File: src/rtl/sarx_pkg.sv
package sarx_pkg;
  localparam int SMP_W  = 24;
  localparam int SLOT_W = 32;
  localparam int POS_W  = $clog2(2 * SLOT_W);
  localparam int WIN_W  = POS_W + 1;

  typedef enum logic [1:0] {
    FMT_I2S = 2'b00,
    FMT_LJ  = 2'b01,
    FMT_RJ  = 2'b10,
    FMT_DSP = 2'b11
  } fmt_e;

  // Word-length code to bit count; unknown codes fall back to the full width.
  function automatic logic [5:0] word_bits(input logic [1:0] code);
    case (code)
      2'b01:   return 6'd20;
      2'b10:   return 6'd16;
      default: return 6'd24;
    endcase
  endfunction
endpackage

File: src/rtl/sarx_front.sv
module sarx_front #(
  parameter int SYNC_STAGES = 2
) (
  input  logic clk,
  input  logic rst_n,
  input  logic bclk_i,
  input  logic lrck_i,
  input  logic sdata_i,
  output logic bit_stb_o,
  output logic lr_o,
  output logic dat_o
);
  localparam int LAST = SYNC_STAGES - 1;

  logic [SYNC_STAGES-1:0][2:0] pipe_q;
  logic                        bclk_last_q;

  // All three link wires travel through the same stage count, so they stay aligned.
  always_ff @(posedge clk or negedge rst_n) begin
    if (!rst_n) begin
      pipe_q      <= '0;
      bclk_last_q <= 1'b0;
    end else begin
      pipe_q[0] <= {bclk_i, lrck_i, sdata_i};
      for (int i = 1; i < SYNC_STAGES; i++) begin
        pipe_q[i] <= pipe_q[i-1];
      end
      bclk_last_q <= pipe_q[LAST][2];
    end
  end

  assign bit_stb_o = pipe_q[LAST][2] & ~bclk_last_q;
  assign lr_o      = pipe_q[LAST][1];
  assign dat_o     = pipe_q[LAST][0];
endmodule

File: src/rtl/sarx_slot.sv
module sarx_slot
  import sarx_pkg::*;
(
  input  logic       clk,
  input  logic       rst_n,
  input  logic       bit_stb_i,
  input  logic       lr_i,
  input  logic [1:0] fmt_i,
  input  logic [5:0] nbits_i,
  output logic       cap_o,
  output logic       chan_o,
  output logic       first_o,
  output logic       last_o
);
  logic             primed_q, primed_d;
  logic             lr_prev_q, lr_prev_d;
  logic             locked_q, locked_d;
  logic [POS_W-1:0] pos_q, pos_d;

  logic             frame_start;
  logic             locked_now;
  logic [POS_W-1:0] cur_pos;
  logic [WIN_W-1:0] cur_w, n_w, start_l, start_r, base;
  logic             in_l, in_r;

  always_comb begin
    if (fmt_e'(fmt_i) == FMT_I2S) begin
      frame_start = primed_q & lr_prev_q & ~lr_i;
    end else begin
      frame_start = primed_q & ~lr_prev_q & lr_i;
    end
    locked_now = locked_q | frame_start;
    cur_pos    = frame_start ? '0 : pos_q + 1'b1;
    cur_w      = {1'b0, cur_pos};
    n_w        = WIN_W'(nbits_i);

    case (fmt_e'(fmt_i))
      FMT_LJ:  start_l = '0;
      FMT_RJ:  start_l = WIN_W'(SLOT_W) - n_w;
      default: start_l = WIN_W'(1);
    endcase
    if (fmt_e'(fmt_i) == FMT_DSP) begin
      start_r = start_l + n_w;
    end else begin
      start_r = start_l + WIN_W'(SLOT_W);
    end

    in_l   = locked_now && (cur_w >= start_l) && (cur_w < start_l + n_w);
    in_r   = locked_now && (cur_w >= start_r) && (cur_w < start_r + n_w);
    base   = in_r ? start_r : start_l;

    cap_o   = bit_stb_i & (in_l | in_r);
    chan_o  = in_r;
    first_o = (cur_w == base);
    last_o  = (cur_w == base + n_w - 1'b1);
  end

  always_comb begin
    primed_d  = primed_q;
    lr_prev_d = lr_prev_q;
    locked_d  = locked_q;
    pos_d     = pos_q;
    if (bit_stb_i) begin
      primed_d  = 1'b1;
      lr_prev_d = lr_i;
      locked_d  = locked_now;
      pos_d     = cur_pos;
    end
  end

  always_ff @(posedge clk or negedge rst_n) begin
    if (!rst_n) begin
      primed_q  <= 1'b0;
      lr_prev_q <= 1'b0;
      locked_q  <= 1'b0;
      pos_q     <= '0;
    end else begin
      primed_q  <= primed_d;
      lr_prev_q <= lr_prev_d;
      locked_q  <= locked_d;
      pos_q     <= pos_d;
    end
  end
endmodule

File: src/rtl/sarx_assemble.sv
module sarx_assemble
  import sarx_pkg::*;
(
  input  logic             clk,
  input  logic             rst_n,
  input  logic             cap_i,
  input  logic             chan_i,
  input  logic             first_i,
  input  logic             last_i,
  input  logic             dat_i,
  input  logic [5:0]       nbits_i,
  output logic             pair_stb_o,
  output logic [SMP_W-1:0] pair_l_o,
  output logic [SMP_W-1:0] pair_r_o,
  output logic [SMP_W-1:0] left_o,
  output logic [SMP_W-1:0] right_o,
  output logic             valid_o
);
  logic [SMP_W-1:0] acc_q, acc_d;
  logic [SMP_W-1:0] lhold_q, lhold_d;
  logic [SMP_W-1:0] left_d, right_d;
  logic             valid_d;
  logic [SMP_W-1:0] shifted, aligned;
  logic [5:0]       pad;

  always_comb begin
    shifted    = first_i ? {{(SMP_W-1){1'b0}}, dat_i} : {acc_q[SMP_W-2:0], dat_i};
    pad        = 6'(SMP_W) - nbits_i;
    aligned    = shifted << pad;
    pair_stb_o = cap_i & last_i & chan_i;
    pair_l_o   = lhold_q;
    pair_r_o   = aligned;

    acc_d   = acc_q;
    lhold_d = lhold_q;
    left_d  = left_o;
    right_d = right_o;
    valid_d = pair_stb_o;
    if (cap_i) begin
      acc_d = shifted;
    end
    if (cap_i && last_i && !chan_i) begin
      lhold_d = aligned;
    end
    if (pair_stb_o) begin
      left_d  = lhold_q;
      right_d = aligned;
    end
  end

  always_ff @(posedge clk or negedge rst_n) begin
    if (!rst_n) begin
      acc_q   <= '0;
      lhold_q <= '0;
      left_o  <= '0;
      right_o <= '0;
      valid_o <= 1'b0;
    end else begin
      acc_q   <= acc_d;
      lhold_q <= lhold_d;
      left_o  <= left_d;
      right_o <= right_d;
      valid_o <= valid_d;
    end
  end
endmodule

File: src/rtl/sarx_zero.sv
module sarx_zero #(
  parameter int RUN   = 1024,
  parameter int WIDTH = 24
) (
  input  logic             clk,
  input  logic             rst_n,
  input  logic             upd_i,
  input  logic [WIDTH-1:0] smp_i,
  output logic             zero_o
);
  localparam int           CW    = $clog2(RUN + 1);
  localparam logic [CW-1:0] RUN_C = CW'(RUN);

  logic [CW-1:0] cnt_q, cnt_d;

  always_comb begin
    cnt_d = cnt_q;
    if (upd_i) begin
      if (smp_i != '0) begin
        cnt_d = '0;
      end else if (cnt_q != RUN_C) begin
        cnt_d = cnt_q + 1'b1;
      end
    end
  end

  always_ff @(posedge clk or negedge rst_n) begin
    if (!rst_n) begin
      cnt_q <= '0;
    end else begin
      cnt_q <= cnt_d;
    end
  end

  assign zero_o = (cnt_q == RUN_C);
endmodule

File: src/rtl/serial_audio_rx.sv
module serial_audio_rx
  import sarx_pkg::*;
#(
  parameter int ZERO_RUN    = 1024,
  parameter int SYNC_STAGES = 2
) (
  input  logic        clk,
  input  logic        rst_n,
  input  logic        bclk_i,
  input  logic        lrck_i,
  input  logic        sdata_i,
  input  logic [1:0]  fmt_i,
  input  logic [1:0]  wlen_i,
  output logic [23:0] left_o,
  output logic [23:0] right_o,
  output logic        valid_o,
  output logic        zero_l_o,
  output logic        zero_r_o
);
  localparam int NCH = 2;

  logic             bit_stb, lr, dat;
  logic             cap, chan, first, last;
  logic [5:0]       nbits;
  logic             pair_stb;
  logic [SMP_W-1:0] pair_l, pair_r;
  logic [NCH-1:0][SMP_W-1:0] pair_smp;
  logic [NCH-1:0]   zflag;

  assign nbits = word_bits(wlen_i);

  sarx_front #(.SYNC_STAGES(SYNC_STAGES)) u_front (
    .clk(clk), .rst_n(rst_n),
    .bclk_i(bclk_i), .lrck_i(lrck_i), .sdata_i(sdata_i),
    .bit_stb_o(bit_stb), .lr_o(lr), .dat_o(dat)
  );

  sarx_slot u_slot (
    .clk(clk), .rst_n(rst_n),
    .bit_stb_i(bit_stb), .lr_i(lr), .fmt_i(fmt_i), .nbits_i(nbits),
    .cap_o(cap), .chan_o(chan), .first_o(first), .last_o(last)
  );

  sarx_assemble u_asm (
    .clk(clk), .rst_n(rst_n),
    .cap_i(cap), .chan_i(chan), .first_i(first), .last_i(last),
    .dat_i(dat), .nbits_i(nbits),
    .pair_stb_o(pair_stb), .pair_l_o(pair_l), .pair_r_o(pair_r),
    .left_o(left_o), .right_o(right_o), .valid_o(valid_o)
  );

  assign pair_smp[0] = pair_l;
  assign pair_smp[1] = pair_r;

  generate
    for (genvar ch = 0; ch < NCH; ch++) begin : g_zero
      sarx_zero #(.RUN(ZERO_RUN), .WIDTH(SMP_W)) u_zero (
        .clk(clk), .rst_n(rst_n),
        .upd_i(pair_stb), .smp_i(pair_smp[ch]),
        .zero_o(zflag[ch])
      );
    end
  endgenerate

  assign zero_l_o = zflag[0];
  assign zero_r_o = zflag[1];
endmodule

File: config.mk
export PLATFORM = sky130hd
export DESIGN_NAME = serial_audio_rx
export DESIGN_NICKNAME = d
export VERILOG_FILES = /design/src/rtl/sarx_pkg.sv /design/src/rtl/sarx_front.sv /design/src/rtl/sarx_slot.sv /design/src/rtl/sarx_assemble.sv /design/src/rtl/sarx_zero.sv /design/src/rtl/serial_audio_rx.sv
export SDC_FILE = /design/constraint.sdc
export NUM_CORES = 1
export LEC_CHECK = 0
export ABC_AREA = 0
export BUFFER_PORTS_ARGS = -buffer_cell sky130_fd_sc_hd__buf_2
export CORE_ASPECT_RATIO = 0.75
export CORE_UTILIZATION = 65
export CTS_CLUSTER_SIZE = 28
export DETAILED_ROUTE_END_ITERATION = 6
export MAX_ROUTING_LAYER = met4
export PLACE_DENSITY = 0.95
export SYNTH_ARGS = -nofsm -noshare
export SYNTH_HDL_FRONTEND = slang
export SYNTH_SLANG_ARGS = --single-unit
File: constraint.sdc
create_clock -name clk -period 12.3 [get_ports clk]
set_input_delay 1.23 -clock clk [delete_from_list [all_inputs] [get_ports clk]]
set_output_delay 1.23 -clock clk [all_outputs]
set_load 0.1 [all_outputs]
# [Yosys cells after proc, flatten, opt, wreduce, memory -nomap -nowiden]
# Cells that the tools add are included.
[totals] out_inout_bits=51 register_bits=134
[op_classes] muxes=11 shift=1 n_bitwise=13 add_sub_neg=10 eq_ne=11 n_reduce_logical=14 n_lt_le_gt_ge=4
[op_table] operator="$reduce_bool 24->1" n=2
[op_table] operator="$mux 11" n=4
[op_table] operator="$mux 24" n=1
[op_table] operator="$shl 24x6->24" n=1
[op_table] operator="$add 11x1->11 const B" n=2
[op_table] operator="$eq 11x11->1 const B" n=2
[op_table] operator="$ne 11x11->1 const B" n=2
[op_table] operator="$add 7x5->7" n=3
[op_table] operator="$eq 6x7->1" n=2
[op_table] operator="$ge 6x7->1" n=2
[op_table] operator="$lt 6x7->1" n=2
[op_table] operator="$mux 7" n=2
[op_table] operator="$pmux 7 s2" n=1
[op_table] operator="$and 1x1->1" n=8
[op_table] operator="$pmux 4 s2" n=1
[op_table] operator="$add 7x6->7 const B" n=1
[op_table] operator="$sub 6x5->7 const A" n=1
[op_table] operator="$sub 7x1->7 const B" n=1
[op_table] operator="$add 6x1->6 const B" n=1
[op_table] operator="$eq 2x2->1 const B" n=3
[op_table] operator="$logic_and 1x1->1" n=6
[op_table] operator="$mux 6" n=1
[op_table] operator="$sub 5x5->6 const A" n=1
[op_table] operator="$eq 2x1->1 const B" n=2
[op_table] operator="other kinds (7)" n=12

# [Depth between registers and ports, before layout]
# Gate-level depths: netlist of the first run.
[depth] ltp_word=16 depth_mapped=29 mapped_depth_nobuf=26

# [Hierarchy]
# Synthesis of the first run repeated with hierarchy kept, for this count alone.
[unflattened] hier_cells=1087 hier_area_um2=9554.2
[by_module_without_submodules] module="sarx_assemble" n_inst=1 area_per_inst_um2=5241.3 cells_each=609 seq_area_each_um2=2402.3
[by_module_without_submodules] module="sarx_slot" n_inst=1 area_per_inst_um2=2471.1 cells_each=312 seq_area_each_um2=225.2
[by_module_without_submodules] module="sarx_zero" n_inst=2 area_per_inst_um2=814.5 cells_each=77 seq_area_each_um2=275.3
[by_module_without_submodules] module="sarx_front" n_inst=1 area_per_inst_um2=188.9 cells_each=8 seq_area_each_um2=175.2
[by_module_without_submodules] module="serial_audio_rx" n_inst=1 area_per_inst_um2=23.8 cells_each=4 seq_area_each_um2=0.0

# [Worst setup path before layout of the first run]
# Ideal clock, no wire load.
[synth_path] path_type="input -> register" startpoint="input port fmt_i[0]" endpoint="register u_asm.lhold_q[13] (netlist: u_asm.pair_l_o[13])" setup_ps=128 t_arrival_ps=6529 path_slack_ps=5644 stages=26 n_path_buf=1 cell_sequence="inv_1 ha_1 inv_1 nor3_2 inv_2 mux2i_1 fa_1 inv_1 ha_1 a21o_1 a211oi_1 o32a_1 nand3_2 nor2_1 a21oi_1 ha_1 inv_1 ha_1 or3b_1 a211oi_1 xnor2_1 nand4_1 a21oi_2 or4b_1 buf_2 mux2_1"
[synth_via] elab_chain_cells=13
[synth_lines] element="from (decl)" line_no="serial_audio_rx.sv:12" source="input logic [1:0] fmt_i,"
[synth_lines] element="$eq 2x2->1 / $eq 2x1->1 (equally long branches)" line_no="sarx_slot.sv:37" source="case (fmt_e'(fmt_i))"
[synth_lines] element="$pmux 7 s2" line_no="sarx_slot.sv:37"
[synth_lines] element="$add 7x6->7 / $add 7x5->7 (equally long branches)" line_no="sarx_slot.sv:45, sarx_slot.sv:43, sarx_slot.sv:48"
[synth_lines] element="$mux 7" line_no="sarx_slot.sv:42" source="if (fmt_e'(fmt_i) == FMT_DSP) begin"
[synth_lines] element="$add 7x5->7 / $ge 6x7->1 (equally long branches)" line_no="sarx_slot.sv:49" source="in_r = locked_now && (cur_w >= start_r) && (cur_w < start_r + n_w);"
[synth_lines] element="$lt 6x7->1 / $logic_and 1x1->1 (equally long branches)" line_no="sarx_slot.sv:49"
[synth_lines] element="$logic_and 1x1->1" line_no="sarx_slot.sv:49"
[synth_lines] element="$mux 7" line_no="sarx_slot.sv:50" source="base = in_r ? start_r : start_l;"
[synth_lines] element="$add 7x5->7" line_no="sarx_slot.sv:55" source="last_o = (cur_w == base + n_w - 1'b1);"
[synth_lines] element="$sub 7x1->7" line_no="sarx_slot.sv:55"
[synth_lines] element="$eq 6x7->1" line_no="sarx_slot.sv:55"
[synth_lines] element="$logic_and 1x1->1 (2 in a row)" line_no="sarx_assemble.sv:42" source="if (cap_i && last_i && !chan_i) begin"
[synth_lines] element="to (signal assigned)" line_no="sarx_assemble.sv:60" source="lhold_q <= lhold_d;"
[synth_lines] element="to (decl)" line_no="sarx_assemble.sv:20" source="logic [SMP_W-1:0] lhold_q, lhold_d;"
# Several ways; a longest one is shown, not always the timed one.
# A chain may end at the register's enable or synchronous reset.

# [Worst setup path after layout of the first run]
[layout_path] startpoint="input port fmt_i[0]" endpoint="register u_asm.lhold_q[17] (netlist: u_asm.pair_l_o[17])"
# Same word-level chain as after synthesis.

==> results of run 1 <==
## cell type report
cell class,instances,area [um2],area share
Multi-Input combinational cell,558,3548,0.4368
Sequential cell,134,3353,0.4128
Clock buffer,18,439.2,0.05406
Timing Repair Buffer,66,350.3,0.04312
Tap cell,136,170.2,0.02095
Clock inverter,14,131.4,0.01617
Inverter,35,131.4,0.01617
## where the power goes
part,leakage [nW],internal [W],switching (W),total (W)
Combinational,1.90,0.000125,0.000241,0.000366
Clock,0.272,0.000272,0.000219,0.000491
Sequential,1.81,0.000468,0.0000412,0.000509
## per-stage QoR
step	hold WS [ns]	utilization	cells	area, um2
3_5_place_dp	0.3355	0.7171	929	7551
5_1_grt	0.3568	0.7715	961	8124
6_report	0.3478	0.7715	961	8124
4_1_cts	0.3483	0.7713	961	8122
3_3_place_gp	0.3343	0.7171	929	7551
2_1_floorplan	0.3312	-	766	7217
## metal layers
| layer | wire length [um] | up-vias | share of wire | global-route usage |
|---|---|---|---|---|
| met3 | 1940 | 55 | 0.098 | 0.08902 |
| li1 | - | 2853 | - | - |
| met1 | 8515 | 3072 | 0.43 | 0.5272 |
| met2 | 8867 | 441 | 0.45 | 0.5421 |
| met4 | 433 | 0 | 0.022 | 0.1265 |
| met5 | 0 | - | 0 | - |
## Yosys cell counts (12+ instances only)
cell type,instances,area (um2)
a21oi_1,17,85.08
and3_1,12,75.07
ha_1,35,437.9
a22o_1,27,236.5
o21ai_1,38,190.2
nand3_1,28,140.1
buf_2,18,90.09
nor4_1,15,93.84
dfrtp_1,134,3353
mux2i_1,16,160.2
o21ai_0,39,195.2
nor2_1,24,90.09
clkbuf_1,13,48.80
inv_1,31,116.4
nand2_1,154,578.1
## flip-flops by register name, summed over array words and instances, names as in the netlist, 4 cells and up
| signal | cells |
|---|---|
| g_zero.u_zero.cnt_q | 22 |
| u_asm.acc_q | 23 |
| u_asm.pair_l_o | 24 |
| u_asm.left_o | 24 |
| u_asm.right_o | 24 |
| u_front.pipe_q | 4 |
| u_slot.pos_q | 6 |
## logic make-up (layout without fill, tap and decap cells)
kind of cell | Yosys count | count (layout)
AO/OA/AOI/OAI | 182 | 182
buffers and inverters | 74 | 133
XOR/XNOR | 13 | 13
flip-flops | 134 | 134
AND/OR/NAND/NOR | 298 | 298
adder cells (fa/ha/maj) | 36 | 36
multiplexers | 29 | 29
## final timing paths
path,from,end,slack (ns),depth (start not counted)
max,fmt_i[0],u_asm.pair_l_o[17],5.01,27
min,u_front.pipe_q[0],u_front.dat_o,0.35,0
max reg2reg,u_slot.pos_q[0],u_asm.pair_l_o[17],6.15,22
min reg2reg,u_front.pipe_q[0],u_front.dat_o,0.35,0
max in group asynchronous,rst_n,u_asm.acc_q[7],10.02,2
min in group asynchronous,rst_n,u_asm.left_o[18],0.89,1
## critical path: cells and delay by family
kind | cells | cell delay [ns]
adders and majority gates | 5 | 1.79
and+or+nand+nor | 6 | 1.55
AOI/OAI and AO/OA | 6 | 1.35
buffers and inverters | 7 | 0.80
muxes | 2 | 0.69
xor gates and xnor gates | 1 | 0.17
==> run_results.csv, run 1 <==
group,metric,value,unit
cts,clockRootBuffer,"clkbuf_16",
sta,layout_setup_ws,5.013,ns
run,cap_viol_max_count,0,
finish,antennaDiodeCount,0,
yosys,synth_edf_count,0,
yosys,synth_fp_nets,811,
power_and_ir_drop,leakage,3.987,nW
route,routedWlPerCell,20.56,um
critical_path,cp.required,12.59,ns
power_and_ir_drop,irDropWorstVdd,0.1202,mV
cts,clock_sinks,134,
sta,max_slew_margin,0.4139,
cts,cts_tree,"built",
sta,setup_violations,0,
sta,period_needed,7.287,ns
yosys,synth_cell_types,67,
sta,timing.setup.tns,0,ns
grt,grt_overflow,0,
critical_path,startpoint_type,"input pin",
power_and_ir_drop,powerDensity,168.2,nW/um2
cts,cts_resized,0,
placed_design,gp_congestion,1.026,
placed_design,place_ws,4.698,ns
yosys,synth_xor_area_frac,0.01578,
yosys,synth_compound_area_frac,0.1699,
grt,grt_max_degree,75,
critical_path,cp_slowest_stage_delay,0.48,ns
sta,skew,0.01493,ns
finish,nets,857,
floorplanning,std_cell_rows,32,
grt,grt_pass1_vias,6142,
yosys,synthArstFlopShare,1.000,
floorplanning,core_area,10530,um2
grt,grt_pass1_wl,31770,um
yosys,synth.avg_cell_area,9.422,um2
yosys,netlist_area,7217,um2
yosys,synth_top_family_by_area,"simple AND/OR/NAND/NOR gates",
yosys,yosys.area_share.simple,0.1990,
placed_design,port_buffers,59,
sta,slew_viol_final,0,
cts,clkLatencyLatePin,0.42,ns
status,violations,"DRC",
status,outcome,"finished, violations left",
critical_path,end_kind,"flip-flop",
yosys,syn_inst,766,
yosys,yosysSeqAreaShare,0.4646,
yosys,yosysWarnings,0,
cts,cts_max_path_buffers,2,
route,ant_nets,0,
cts,clk_pin_slew,0.06,ns
route,avgViaCountPerCell,6.682,
grt,antenna_found_initial,0,
sta,timing_hold_violations_final,0,
cts,cts-buffers-inserted,17,
yosys,ys_seq_elements,134,
critical_path,crit_fanout,44,
finish,fillers,686,
route,drt_iter0_markers,884,
floorplanning,dieHeight,93.26,um
yosys,synthAdderAreaFrac,0.06345,
placed_design,dpl.hpwl,13720,um
route,firstDrtPassIters,7,
floorplanning,design.portCount,60,
route,route.detailed.drc,2,
floorplanning,die_area,11530,um2
cts,postCtsSetupRepairBufs,0,
critical_path,arrival,7.58,ns
min_path,hold_class,"reg -> reg",
sta,fmax,137.2,MHz
yosys,muxShareOfSynthArea,0.04248,
critical_path,crit_type,"in -> reg",
finish,final_cell_mix,"154 x nand2_1, 134 x dfrtp_1, 58 x buf_2",
finish,final_layout_size_suffix_gt1_frac,0.1527,
power_and_ir_drop,finalPower,0.001366,W
route,vias,6421,
sta,tightestPinTransition,0.8792,ns
finish,layout_commonest_cell,"nand2_1",
sta,rsz0062_at_grt,"no",
route,detail_route.wirelength,19760,um
critical_path,crit_slowest_cell,"fa_1",
floorplanning,die_width,123.7,um
cts,hold_buffers,0,
grt,track_usage,0.3780,
finish,syn_to_final_growth,12.57,%
sta,min_period_over_period,0.5925,
floorplanning,start_util,0.6854,
cts,htree_levels,4,
yosys,synthFlopType,"dfrtp_1",
Note: power is estimated with default switching activity, not from simulation.
==> run 2: changes to the inputs <==
--- a/config.mk
+++ b/config.mk
@@ -8,11 +8,11 @@
 export ABC_AREA = 0
 export BUFFER_PORTS_ARGS = -buffer_cell sky130_fd_sc_hd__buf_2
 export CORE_ASPECT_RATIO = 0.75
-export CORE_UTILIZATION = 65
+export CORE_UTILIZATION = 54
 export CTS_CLUSTER_SIZE = 28
 export DETAILED_ROUTE_END_ITERATION = 6
 export MAX_ROUTING_LAYER = met4
-export PLACE_DENSITY = 0.95
+export PLACE_DENSITY = 0.88
 export SYNTH_ARGS = -nofsm -noshare
 export SYNTH_HDL_FRONTEND = slang
 export SYNTH_SLANG_ARGS = --single-unit
==> constraint.sdc (replaced) <==
create_clock -name clk -period 6.32 [get_ports clk]
set_input_delay 0.632 -clock clk [delete_from_list [all_inputs] [get_ports clk]]
set_output_delay 0.632 -clock clk [all_outputs]
set_load 0.1 [all_outputs]
==> run_results.csv, run 2 (synthesis results as in run 1) <==
group,metric,value,unit
status,outcome,"finished clean",
run,cap_viol_max_count,0,
route,ant_nets,0,
sta,period_needed,5.928,ns
floorplanning,core_area,13020,um2
power_and_ir_drop,irDropWorstVdd,0.2214,mV
grt,grt_max_degree,76,
cts,clockRootBuffer,"clkbuf_16",
critical_path,reg2reg_to,"u_asm.pair_l_o[14]",
floorplanning,die_area,13840,um2
finish,final_util,0.6434,
critical_path,worstRegToRegCells,25,
sta,min_period_over_period,0.9379,
sta,layout_setup_ws,0.3922,ns
floorplanning,design.portCount,60,
power_and_ir_drop,powerDensity,323.2,nW/um2
power_and_ir_drop,finalPower,0.002707,W
sta,max_slew_margin,0.3799,
sta,timing.setup.tns,0,ns
finish,final_layout_size_suffix_gt1_frac,0.1728,
grt,grt_pass1_vias,5724,
placed_design,place_ws,-0.07173,ns
floorplanning,start_util,0.5544,
cts,clk_pin_slew,0.06,ns
critical_path,crit_type,"in -> reg",
route,firstDrtPassIters,5,
placed_design,gp_congestion,0.9995,
cts,htree_levels,4,
critical_path,cp.required,6.62,ns
route,avgViaCountPerCell,6.251,
cts,clkLatencyLatePin,0.43,ns
finish,layout_commonest_cell,"nand2_1",
route,drt_iter0_markers,682,
grt,grt_pass1_wl,29970,um
power_and_ir_drop,leakage,4.123,nW
sta,tightestPinTransition,0.9301,ns
critical_path,r2r-start,"u_slot.pos_q[0]",
route,route.detailed.drc,0,
placed_design,port_buffers,59,
finish,antennaDiodeCount,0,
cts,clock_sinks,134,
placed_design,dpl.hpwl,13140,um
cts,cts_tree,"built",
critical_path,startpoint_type,"input pin",
finish,syn_to_final_growth,16.05,%
sta,skew,0.008821,ns
finish,final_cell_mix,"154 x nand2_1, 134 x dfrtp_1, 58 x buf_2",
sta,timing_hold_violations_final,0,
critical_path,arrival,6.23,ns
sta,setup_violations,0,
route,vias,6351,
floorplanning,die_width,135.5,um
cts,cts_max_path_buffers,2,
floorplanning,std_cell_rows,36,
critical_path,crit_fanout,44,
floorplanning,dieHeight,102.1,um
route,detail_route.wirelength,18620,um
grt,grt_overflow,0,
sta,slew_viol_final,0,
sta,fmax,168.7,MHz
grt,antenna_found_initial,0,
finish,nets,877,
cts,cts-buffers-inserted,17,
critical_path,endpoint,"u_asm.pair_l_o[14]",
critical_path,crit_start,"fmt_i[0]",
route,routedWlPerCell,18.33,um
min_path,hold_class,"in -> async",
critical_path,end_kind,"flip-flop",
sta,rsz0062_at_grt,"no",
critical_path,rrSetupSlack,0.72,ns
grt,track_usage,0.2946,
==> run 2: cell types whose count changed in the layout (fill, tap and decap cells not counted) <==
cell	before	now
nor2_2	2	1
clkinv_8	1	0
buf_4	8	25
clkbuf_8	1	3
bufinv_16	0	1
buf_6	0	1
buf_12	0	2
a211oi_1	3	2
nor2_1	23	24
clkinvlp_4	3	1
a211oi_2	0	1
==> run 2: worst min-delay path by stage <==
stage | startpoint | endpoint | slack [ns] | cells after the start
global route | rst_n | u_asm.right_o[11] | 0.20 | 1
global placement | u_front.pipe_q[0] | u_front.dat_o | 0.33 | 0
detailed placement | u_front.pipe_q[1] | u_front.lr_o | 0.34 | 0
CTS | rst_n | u_slot.pos_q[3] | 0.18 | 1
finish | rst_n | u_slot.pos_q[0] | 0.16 | 1
floorplan | u_front.pipe_q[0] | u_front.dat_o | 0.33 | 0
==> run 2: critical path, stage by stage <==
cell      delay, ns
buf_2          0.11
inv_1          0.08
ha_1           0.30
inv_1          0.08
nor3_2         0.16
inv_2          0.07
mux2i_1        0.25
fa_1           0.46
inv_1          0.07
ha_1           0.23
a21o_1         0.18
a211oi_1       0.25
o32a_1         0.22
nand3_2        0.12
nor2_1         0.12
a21oi_1        0.06
ha_1           0.27
inv_1          0.05
ha_1           0.33
nor4bb_1       0.51
a211oi_2       0.09
buf_4          0.16
nor2_1         0.09
a32oi_1        0.07
a21oi_2        0.15
or4b_1         0.51
buf_12         0.21
mux2_1         0.35
==> run 2: per-stage QoR <==
| stage | area (um2) | hold WS (ns) | cells |
|---|---|---|---|
| after global placement | 7774 | 0.3318 | 984 |
| after detailed placement | 7774 | 0.3410 | 984 |
| final | 8376 | 0.1646 | 1016 |
| after floorplan | 7217 | 0.3312 | 766 |
| after CTS | 8371 | 0.1829 | 1016 |
| after global routing | 8376 | 0.2030 | 1016 |
==> run 2: area by class of cell <==
class,instances,area [um2]
clock buffer,20,466.7
clock inverter,12,130.1
fill,1004,4642
inverter,35,131.4
multi-input combinational,558,3551
sequential,134,3353
tap,171,214.0
timing repair buffer,86,529.3
==> run 2: timing repair <==
item	in CTS	in global routing
buffers inserted	0	0
resized for setup	0	1
setup endpoints to repair	0	4
hold buffers	0	0
==> run 2: where the power goes <==
group          total (W)  internal [W]  switching (W)  leakage [nW]
clock network    0.00100      0.000586       0.000414         0.293
registers       0.000991      0.000911      0.0000794          1.81
logic           0.000715      0.000267       0.000448          2.02
total            0.00271       0.00177       0.000942          4.12
==> run 2: per-layer routing <==
metal / track usage / wire length (um) / up-vias
li1: - / - / 2903
met1: 0.4246 / 8531 / 3031
met2: 0.3980 / 7895 / 365
met3: 0.07440 / 1726 / 52
met4: 0.1029 / 465 / 0
met5: - / 0 / -
